File: src/rtl/usb_retry_pkg.sv
package usb_retry_pkg;
  typedef enum logic [2:0] {
    RSP_ACK    = 3'd0,
    RSP_NAK    = 3'd1,
    RSP_STALL  = 3'd2,
    RSP_NORESP = 3'd3,
    RSP_CORRUPT = 3'd4
  } rsp_e;

  localparam int ST_STALL = 0;
  localparam int ST_ERROR = 1;
  localparam int ST_NAKTO = 2;
  localparam int ST_NUM   = 3;
endpackage

File: src/rtl/uor_ready_ctrl.sv
module uor_ready_ctrl #(
  parameter int CNT_W = 11
) (
  input  logic             clk,
  input  logic             rst_n,
  input  logic             sw_set,
  input  logic             auto_en,
  input  logic [CNT_W-1:0] fill,
  input  logic [CNT_W-1:0] max_pkt,
  input  logic             accept,
  input  logic             rsp_take,
  input  logic             release_pkt,
  output logic             pkt_ready,
  output logic             busy,
  output logic             load
);
  logic fill_hit;

  assign fill_hit = auto_en && (fill >= max_pkt);
  // a new packet is only taken when the slot is empty and idle
  assign load = !pkt_ready && !busy && (sw_set || fill_hit);

  always_ff @(posedge clk or negedge rst_n) begin
    if (!rst_n) begin
      pkt_ready <= 1'b0;
    end else if (release_pkt) begin
      pkt_ready <= 1'b0;
    end else if (load) begin
      pkt_ready <= 1'b1;
    end
  end

  always_ff @(posedge clk or negedge rst_n) begin
    if (!rst_n) begin
      busy <= 1'b0;
    end else if (accept) begin
      busy <= 1'b1;
    end else if (rsp_take) begin
      busy <= 1'b0;
    end
  end
endmodule

File: src/rtl/uor_retry_cnt.sv
module uor_retry_cnt #(
  parameter int W = 8
) (
  input  logic         clk,
  input  logic         rst_n,
  input  logic         clr,
  input  logic         inc,
  input  logic [W-1:0] limit,
  input  logic         limit_en,
  output logic         hit
);
  logic [W-1:0] cnt;
  logic [W-1:0] cnt_nxt;

  assign cnt_nxt = cnt + 1'b1;
  assign hit     = inc && limit_en && (cnt_nxt == limit);

  always_ff @(posedge clk or negedge rst_n) begin
    if (!rst_n) begin
      cnt <= '0;
    end else if (clr || hit) begin
      cnt <= '0;
    end else if (inc) begin
      cnt <= cnt_nxt;
    end
  end
endmodule

File: src/rtl/uor_status.sv
module uor_status #(
  parameter int N = 3
) (
  input  logic         clk,
  input  logic         rst_n,
  input  logic [N-1:0] set,
  input  logic [N-1:0] clr,
  output logic [N-1:0] flags
);
  for (genvar i = 0; i < N; i++) begin : g_flag
    always_ff @(posedge clk or negedge rst_n) begin
      if (!rst_n) begin
        flags[i] <= 1'b0;
      end else if (set[i]) begin
        flags[i] <= 1'b1;
      end else if (clr[i]) begin
        flags[i] <= 1'b0;
      end
    end
  end
endmodule

File: src/rtl/usb_out_retry_ctrl.sv
module usb_out_retry_ctrl
  import usb_retry_pkg::*;
#(
  parameter int CNT_W     = 11,
  parameter int NAK_W     = 8,
  parameter int ERR_TRIES = 3
) (
  input  logic             clk,
  input  logic             rst_n,
  input  logic             cfg_auto_ready,
  input  logic [CNT_W-1:0] cfg_max_pkt,
  input  logic [NAK_W-1:0] cfg_nak_limit,
  input  logic [CNT_W-1:0] fifo_count,
  input  logic             sw_ready_set,
  output logic             req_valid,
  input  logic             req_ready,
  input  logic             rsp_valid,
  input  logic [2:0]       rsp_code,
  output logic             pkt_ready,
  output logic             tx_done,
  output logic             fifo_flush,
  input  logic [2:0]       clr_status,
  output logic             sts_stalled,
  output logic             sts_error,
  output logic             sts_nak_timeout,
  output logic             irq
);
  localparam int ERR_W = $clog2(ERR_TRIES + 1);
  localparam logic [ERR_W-1:0] ERR_LIM = ERR_W'(ERR_TRIES);

  logic busy, load, accept, rsp_take, known;
  logic is_ack, is_nak, is_stall, is_err;
  logic nak_hit, err_hit, cnt_clr, release_pkt;
  logic [ST_NUM-1:0] st_set, st_flags;
  rsp_e code;

  assign code   = rsp_e'(rsp_code);
  assign known  = (rsp_code <= 3'd4);
  assign is_ack   = (code == RSP_ACK);
  assign is_nak   = (code == RSP_NAK);
  assign is_stall = (code == RSP_STALL);
  assign is_err   = (code == RSP_NORESP) || (code == RSP_CORRUPT);

  assign req_valid = pkt_ready && !busy;
  assign accept    = req_valid && req_ready;
  assign rsp_take  = rsp_valid && busy && known;

  assign cnt_clr     = load || (rsp_take && (is_ack || is_stall));
  assign release_pkt = rsp_take && (is_ack || is_stall || nak_hit || err_hit);

  uor_ready_ctrl #(.CNT_W(CNT_W)) u_ready (
    .clk(clk), .rst_n(rst_n),
    .sw_set(sw_ready_set), .auto_en(cfg_auto_ready),
    .fill(fifo_count), .max_pkt(cfg_max_pkt),
    .accept(accept), .rsp_take(rsp_take), .release_pkt(release_pkt),
    .pkt_ready(pkt_ready), .busy(busy), .load(load)
  );

  uor_retry_cnt #(.W(NAK_W)) u_nak_cnt (
    .clk(clk), .rst_n(rst_n),
    .clr(cnt_clr), .inc(rsp_take && is_nak),
    .limit(cfg_nak_limit), .limit_en(cfg_nak_limit != '0),
    .hit(nak_hit)
  );

  uor_retry_cnt #(.W(ERR_W)) u_err_cnt (
    .clk(clk), .rst_n(rst_n),
    .clr(cnt_clr), .inc(rsp_take && is_err),
    .limit(ERR_LIM), .limit_en(1'b1),
    .hit(err_hit)
  );

  always_comb begin
    st_set           = '0;
    st_set[ST_STALL] = rsp_take && is_stall;
    st_set[ST_ERROR] = err_hit;
    st_set[ST_NAKTO] = nak_hit;
  end

  uor_status #(.N(ST_NUM)) u_status (
    .clk(clk), .rst_n(rst_n),
    .set(st_set), .clr(clr_status), .flags(st_flags)
  );

  always_ff @(posedge clk or negedge rst_n) begin
    if (!rst_n) begin
      tx_done    <= 1'b0;
      fifo_flush <= 1'b0;
    end else begin
      tx_done    <= rsp_take && is_ack;
      fifo_flush <= err_hit;
    end
  end

  assign sts_stalled     = st_flags[ST_STALL];
  assign sts_error       = st_flags[ST_ERROR];
  assign sts_nak_timeout = st_flags[ST_NAKTO];
  assign irq             = |st_flags;
endmodule

File: config.mk
export PLATFORM = sky130hd
export DESIGN_NAME = usb_out_retry_ctrl
export DESIGN_NICKNAME = d
export VERILOG_FILES = /design/src/rtl/usb_retry_pkg.sv /design/src/rtl/uor_ready_ctrl.sv /design/src/rtl/uor_retry_cnt.sv /design/src/rtl/uor_status.sv /design/src/rtl/usb_out_retry_ctrl.sv
export SDC_FILE = /design/constraint.sdc
export NUM_CORES = 1
export LEC_CHECK = 0
export CAP_MARGIN = 20
export CORE_UTILIZATION = 40
export CTS_CLUSTER_DIAMETER = 40
export CTS_CLUSTER_SIZE = 25
export DETAILED_ROUTE_END_ITERATION = 10
export MAX_ROUTING_LAYER = met4
export PLACE_DENSITY = 0.74
export RECOVER_POWER = 100
export SYNTH_ARGS = -nofsm -noshare
export SYNTH_HDL_FRONTEND = slang
export SYNTH_SLANG_ARGS = --single-unit
File: constraint.sdc
create_clock -name clk -period 1.99 [get_ports clk]
set_input_delay 0.4975 -clock clk [delete_from_list [all_inputs] [get_ports clk]]
set_output_delay 0.4975 -clock clk [all_outputs]
set_load 0.02 [all_outputs]
---- Word-level counts from Yosys, hierarchy flattened ----
Index checks and enable logic that the tools add are counted.
Widths: inputs -> output; s select.
cells by class
  $add $sub $neg .......................... 2
  multiply operators ...................... 0
  div/mod/pow operators ................... 0
  $lt $le $gt $ge ......................... 2
  equal/unequal tests ..................... 6
  shifts and indexed selects .............. 0
  mux-type cells .......................... 14
  bitwise gates (word level) .............. 0
  reductions and logical operators ........ 36
operators by type and width
  operator             count
  $logic_and 1x1->1    16
  $mux 8               2
  $reduce_bool 2->1    7
  $ge 11x11->1         1
  $mux 1               10
  $add 8x1->8 const B  1
  $eq 8x8->1           1
  $logic_or 1x1->1     8
  $reduce_bool 8->1    1
  $eq 3x2->1 const B   2
  $mux 2               2
  $eq 3x1->1 const B   1
  $eq 3x3->1 const B   1
  $le 3x3->1 const B   1
  $logic_not 3->1      1
  $reduce_or 3->1      1
  $add 2x1->2 const B  1
  $eq 2x2->1 const B   1
  $logic_not 1->1      2
word-level totals
  register bits after elaboration ......... 17
  latch bits .............................. 0
  bits in writable memories ............... 0
  ROM bits ................................ 0
  output and inout bits ................... 8
  logic and storage cells ................. 69
  memories kept ........................... 0

---- Longest topological paths before layout ----
  word-level depth ........................ 9
  mapped depth ............................ 8
  gate-level depth less buffers ........... 7

---- By module ----
From an unflattened synthesis, not the netlist that was laid out.
unflattened totals
  cells, all modules ...................... 158
  area total of the unflattened synthesis .. 1,393.8 um^2
modules (own cells, without submodules)
  module                      instances  cells an instance  area each (um^2)
  uor_retry_cnt at u_nak_cnt  1          68                 630.6
  uor_ready_ctrl              1          46                 360.3
  usb_out_retry_ctrl          1          24                 176.4
  uor_retry_cnt at u_err_cnt  1          11                 117.6
  uor_status                  1          9                  108.9

---- Worst setup path before layout ----
Ideal clock, no wire load.
  path kind ............................... input -> register
  from .................................... input port cfg_max_pkt[9]
  to ...................................... register u_nak_cnt.cnt[0]
  arrival time ............................ 2.039 ns
  path slack .............................. -0.150 ns
  cell stages on the path ................. 8
  path buffers ............................ 1
  cells stage by stage .................... inv_1 ha_1 and4_1 a41oi_1 a221oi_1 o311a_1 clkbuf_1 nor4_1
on the way
  cells in the longest elaborated chain, start to end .. 7
  elaborated cells on any way between the ends .. 8
  classes of those cells .................. order compare: 1; mux: 1; reduce/logical: 6
RTL lines
  item                                         RTL line                  source
  from (decl)                                  usb_out_retry_ctrl.sv:11  input logic [CNT_W-1:0] cfg_max_pkt,
  $ge 11x11->1 (*)                             uor_ready_ctrl.sv:19      assign fill_hit = auto_en && (fill >= max_pkt);
  $logic_and 1x1->1 (*)                        uor_ready_ctrl.sv:19
  $logic_or 1x1->1 (*)                         uor_ready_ctrl.sv:21      assign load = !pkt_ready && !busy && (sw_set || fill_hit);
  $logic_and 1x1->1 (*)                        uor_ready_ctrl.sv:21
  $logic_or 1x1->1 (*)                         usb_out_retry_ctrl.sv:48  assign cnt_clr = load || (rsp_take && (is_ack || is_stall));
  $logic_or 1x1->1 (*)                         uor_retry_cnt.sv:21       end else if (clr || hit) begin
  $mux 8 or $reduce_bool 2->1 (tied branches)  n/a
  to (signal assigned)                         uor_retry_cnt.sv:24       cnt <= cnt_nxt;
  to (decl)                                    uor_retry_cnt.sv:12       logic [W-1:0] cnt;
Every way passes the cells marked *; elsewhere a longest branch is shown, timed or not.
A chain may end at the register's enable or synchronous reset.

---- Worst setup path in the final report ----
  from .................................... input port cfg_max_pkt[8]
  to ...................................... register u_nak_cnt.cnt[4]
Same word-level chain as after synthesis.

==> summary.md <==
| Metric | Value |
|---|---|
| Number of warning messages in the yosys log | 0 |
| Drc violations | 0 |
| Run status | finished, final reports clean |
| Worst Clk Skew | 0.00470 ns |
| Initial antenna violation count | 0 |
| Top cells by area in the synthesized netlist | sky130_fd_sc_hd__dfrtp_1 (30%), sky130_fd_sc_hd__ha_1 (12%), sky130_fd_sc_hd__xnor2_1 (6.2%) |
| Routed Wire Length | 4420 µm |
| Gate Count Post-Synth | 156 |
| Power per Cell Area | 508 mW/mm² |
| Fraction of final layout cells sized beyond drive strength 1 | 30.8% |
| Number of violations reported at the end of detailed-routing iteration 0 | 34 |
| Actual slew at the worst max-slew pin | 0.860 ns |
| Area inside the core boundary | 0.00336 mm² |
| Highest fanout seen on the critical path | 5 |
| Total clock buffers created by CTS | 3 |
| Number of distinct library cell variants in the gate-level netlist after synthesis | 40 |
| Total nets after synthesis | 211 |
| Initial core utilization | 41.9% |
| Area used by sequential logic in the layout | 425 µm² |
| Vias post-DR | 1515 |
| FF+latch count, synth | 17 |
| Leak Pwr | 1.07 nW |
| Layout net count | 283 |
| Max Buffers Root-to-Sink | 2 |
| Aggregate global-route resource usage | 25.5% |
| Sequential area share after synthesis | 30.2% |
| Number of levels the H-tree was split into | 1 |
| CP startpoint | cfg_max_pkt[8] |
| Fillers | 257 |
| Share of synthesized flip-flops with an asynchronous set or reset | 100% |
| Most frequent cells in the layout | sky130_fd_sc_hd__clkdlybuf4s50_1 (19), sky130_fd_sc_hd__dlygate4sd2_1 (18), sky130_fd_sc_hd__dfrtp_1 (17) |
| Site row count | 21 |
| Hold Violations, Final | 0 |
| Total Die Area | 0.00376 mm² |
| Maximum capacitance violations | 0 |
| Arrival time worst endpoint | 2.16 ns |
| Final Util | 72.3% |
| Launching element type of the critical path | input pin |
| First-pass GRT wire length | 6730 µm |
| Type of element capturing the critical path | flip-flop |
| Multi-input combinational cell area | 0.00120 mm² |
| Die X-Extent | 61.3 µm |
| Startpoint of the worst register-to-register path | u_nak_cnt.cnt[0]$_DFFE_PN0P_ |
| Number of routed nets with antenna violations | 0 |
| Detailed Place HPWL | 2960 µm |
| Hold wc startpoint | u_status.flags[1]$_DFFE_PN0P_ |
| Crit share post-route | 98.7% |
| Number of flops mapped to enable cells by yosys | 0 |
| Area share of the leading cell type in the synthesized netlist | 30.2% |
| Maximum number of pins on one net before global-route repair | 18 |
| Max VDD drop | 0.000508 V |
| Boundary pin count | 50 |
| Main flop type after synthesis | sky130_fd_sc_hd__dfrtp_1 |
| CTS tree | done |
| Final number of setup-violating endpoints | 0 |
| Max transition margin | 42.7% |
| Clock insertion delay at the later pin of the skew report | 0.29 ns |
| Grt total ovfl | 0 |
| Final cell count without fillers | 273 |
| Setup slack of the most critical reg-to-reg path | 0.08 ns |
| Area Overhead vs Synth | 72.7% |
| Average detailed-routed wire length per instance | 16.2 µm |
| Worst min-delay path category | flip-flop to flip-flop |
| Highest Clock Rate | 509 MHz |
| Final Max Slew Viols | 0 |
| Inserted Diodes | 0 |
| Average cell area after synthesis | 9.02 µm² |
| Required time worst endpoint | 2.19 ns |
| Post-synth top area cell | sky130_fd_sc_hd__dfrtp_1 |
| CTS root buf | sky130_fd_sc_hd__clkbuf_4 |
| 1st-pass router iterations | 4 |
| Type of the setup path with the least slack | input pin to flip-flop |
| Setup total negative slack | 0 ns |
| Number of sinks driven by the clock tree | 17 |
| Port bufs | 49 |
| Netlist area before placement | 0.00141 mm² |
| Height of the die | 61.3 µm |
| Final min period | 1.96 ns |
| Number of global-route vias before repair | 1516 |
| Number of vias per cell after detailed routing | 5.55 |
| Most common cell after layout, fill and taps aside | sky130_fd_sc_hd__clkdlybuf4s50_1 |
| Clk pin slew, worst setup/hold paths | 0.10 ns |
| Gp weighted congestion | 0.796 |
| Placed Cells incl. Taps | 265 |
state kept, by name, summed over array words and instances, names as in the netlist:
name	flops
u_ready.pkt_ready	1
u_ready.busy	1
u_err_cnt.cnt	2
u_status.flags	3
u_nak_cnt.cnt	8
fifo_flush	1
tx_done	1
synthesized netlist by cell type (2+ instances only):
| cell type | number |
|---|---|
| sky130_fd_sc_hd__mux2i_1 | 3 |
| sky130_fd_sc_hd__inv_1 | 18 |
| sky130_fd_sc_hd__a21o_1 | 3 |
| sky130_fd_sc_hd__nand4_1 | 4 |
| sky130_fd_sc_hd__o21ai_0 | 10 |
| sky130_fd_sc_hd__nor4_1 | 11 |
| sky130_fd_sc_hd__nor3_1 | 4 |
| sky130_fd_sc_hd__nor2_1 | 11 |
| sky130_fd_sc_hd__xnor2_1 | 10 |
| sky130_fd_sc_hd__and4_1 | 2 |
| sky130_fd_sc_hd__clkbuf_1 | 3 |
| sky130_fd_sc_hd__a21oi_1 | 7 |
| sky130_fd_sc_hd__a211oi_1 | 2 |
| sky130_fd_sc_hd__dfrtp_1 | 17 |
| sky130_fd_sc_hd__ha_1 | 13 |
| sky130_fd_sc_hd__buf_4 | 2 |
| sky130_fd_sc_hd__nand2_1 | 4 |
| sky130_fd_sc_hd__nand3_1 | 4 |
| sky130_fd_sc_hd__xor2_1 | 7 |
worst max-delay path, cell delays in order:
cell                            delay (ns)
sky130_fd_sc_hd__dlygate4sd2_1        0.25
sky130_fd_sc_hd__inv_2                0.07
sky130_fd_sc_hd__ha_4                 0.21
sky130_fd_sc_hd__and4_4               0.20
sky130_fd_sc_hd__a41oi_2              0.25
sky130_fd_sc_hd__a221oi_4             0.08
sky130_fd_sc_hd__o311a_4              0.39
sky130_fd_sc_hd__nor4_4               0.21
per-layer routing:
layer,part of all wire (%),GRT usage (%),up-vias,wire length [µm]
met5,0,-,-,0
met4,2.0,11.7,0,87
met3,3.5,2.94,11,153
met2,56,46.9,50,2480
met1,38,27.0,740,1690
li1,-,-,714,-
cells by family after synthesis:
group,count (synthesis),synth area share (%)
AO/OA/AOI/OAI,30,14.9
multiplexers,4,2.93
AND/OR/NAND/NOR,51,22.8
XOR/XNOR,17,10.6
flip-flops,17,30.2
adder cells (fa/ha/maj),13,11.6
buffers and inverters,24,6.93
final cells by class:
class | count | share of cell area (%)
Clock buffer | 3 | 0.926
Clock inverter | 1 | 0.206
Inverter | 18 | 2.78
Multi-Input combinational cell | 116 | 49.4
Sequential cell | 17 | 17.5
Tap cell | 46 | 2.37
Timing Repair Buffer | 72 | 26.9
stage by stage:
step / setup WS (ns) / instance area (µm²) / total power [W] / hold WS (ns)
6_report: 0.0265 / 2430 / 0.00124 / 0.508
2_1_floorplan: 0.000319 / 1430 / 0.000713 / 0.202
4_1_cts: 0.00303 / 2390 / 0.00121 / 0.520
5_1_grt: -0.00287 / 2430 / 0.00130 / 0.535
3_3_place_gp: -0.515 / 2090 / 0.000941 / 0.480
3_5_place_dp: -0.611 / 2090 / 0.000967 / 0.500
path summary, 6_finish.rpt:
kind | cells past startpoint | end
setup / recovery | 8 | u_nak_cnt.cnt[4]$_DFFE_PN0P_
hold / removal | 1 | u_status.flags[1]$_DFFE_PN0P_
setup reg to reg | 7 | u_nak_cnt.cnt[3]$_DFFE_PN0P_
hold reg to reg | 1 | u_status.flags[1]$_DFFE_PN0P_
max in group asynchronous | 2 | u_nak_cnt.cnt[4]$_DFFE_PN0P_
min in group asynchronous | 2 | tx_done$_DFF_PN0_
what timing repair did:
action / 4_1_cts / 5_1_grt
endpoints found under the hold margin: 0 / 0
hold buffers: 0 / 0
cloned: 2 / 0
setup endpoints to repair: 13 / 11
setup buffers: 2 / 0
pin swaps: 16 / 9
resized for setup: 64 / 13
power by group:
group | total, W | internal [W] | switching [W]
clock network | 0.000183 | 0.0000747 | 0.000109
registers | 0.000439 | 0.000391 | 0.0000477
logic | 0.000613 | 0.000300 | 0.000313
total | 0.00124 | 0.000766 | 0.000470
(Power assumes the default switching activity.)
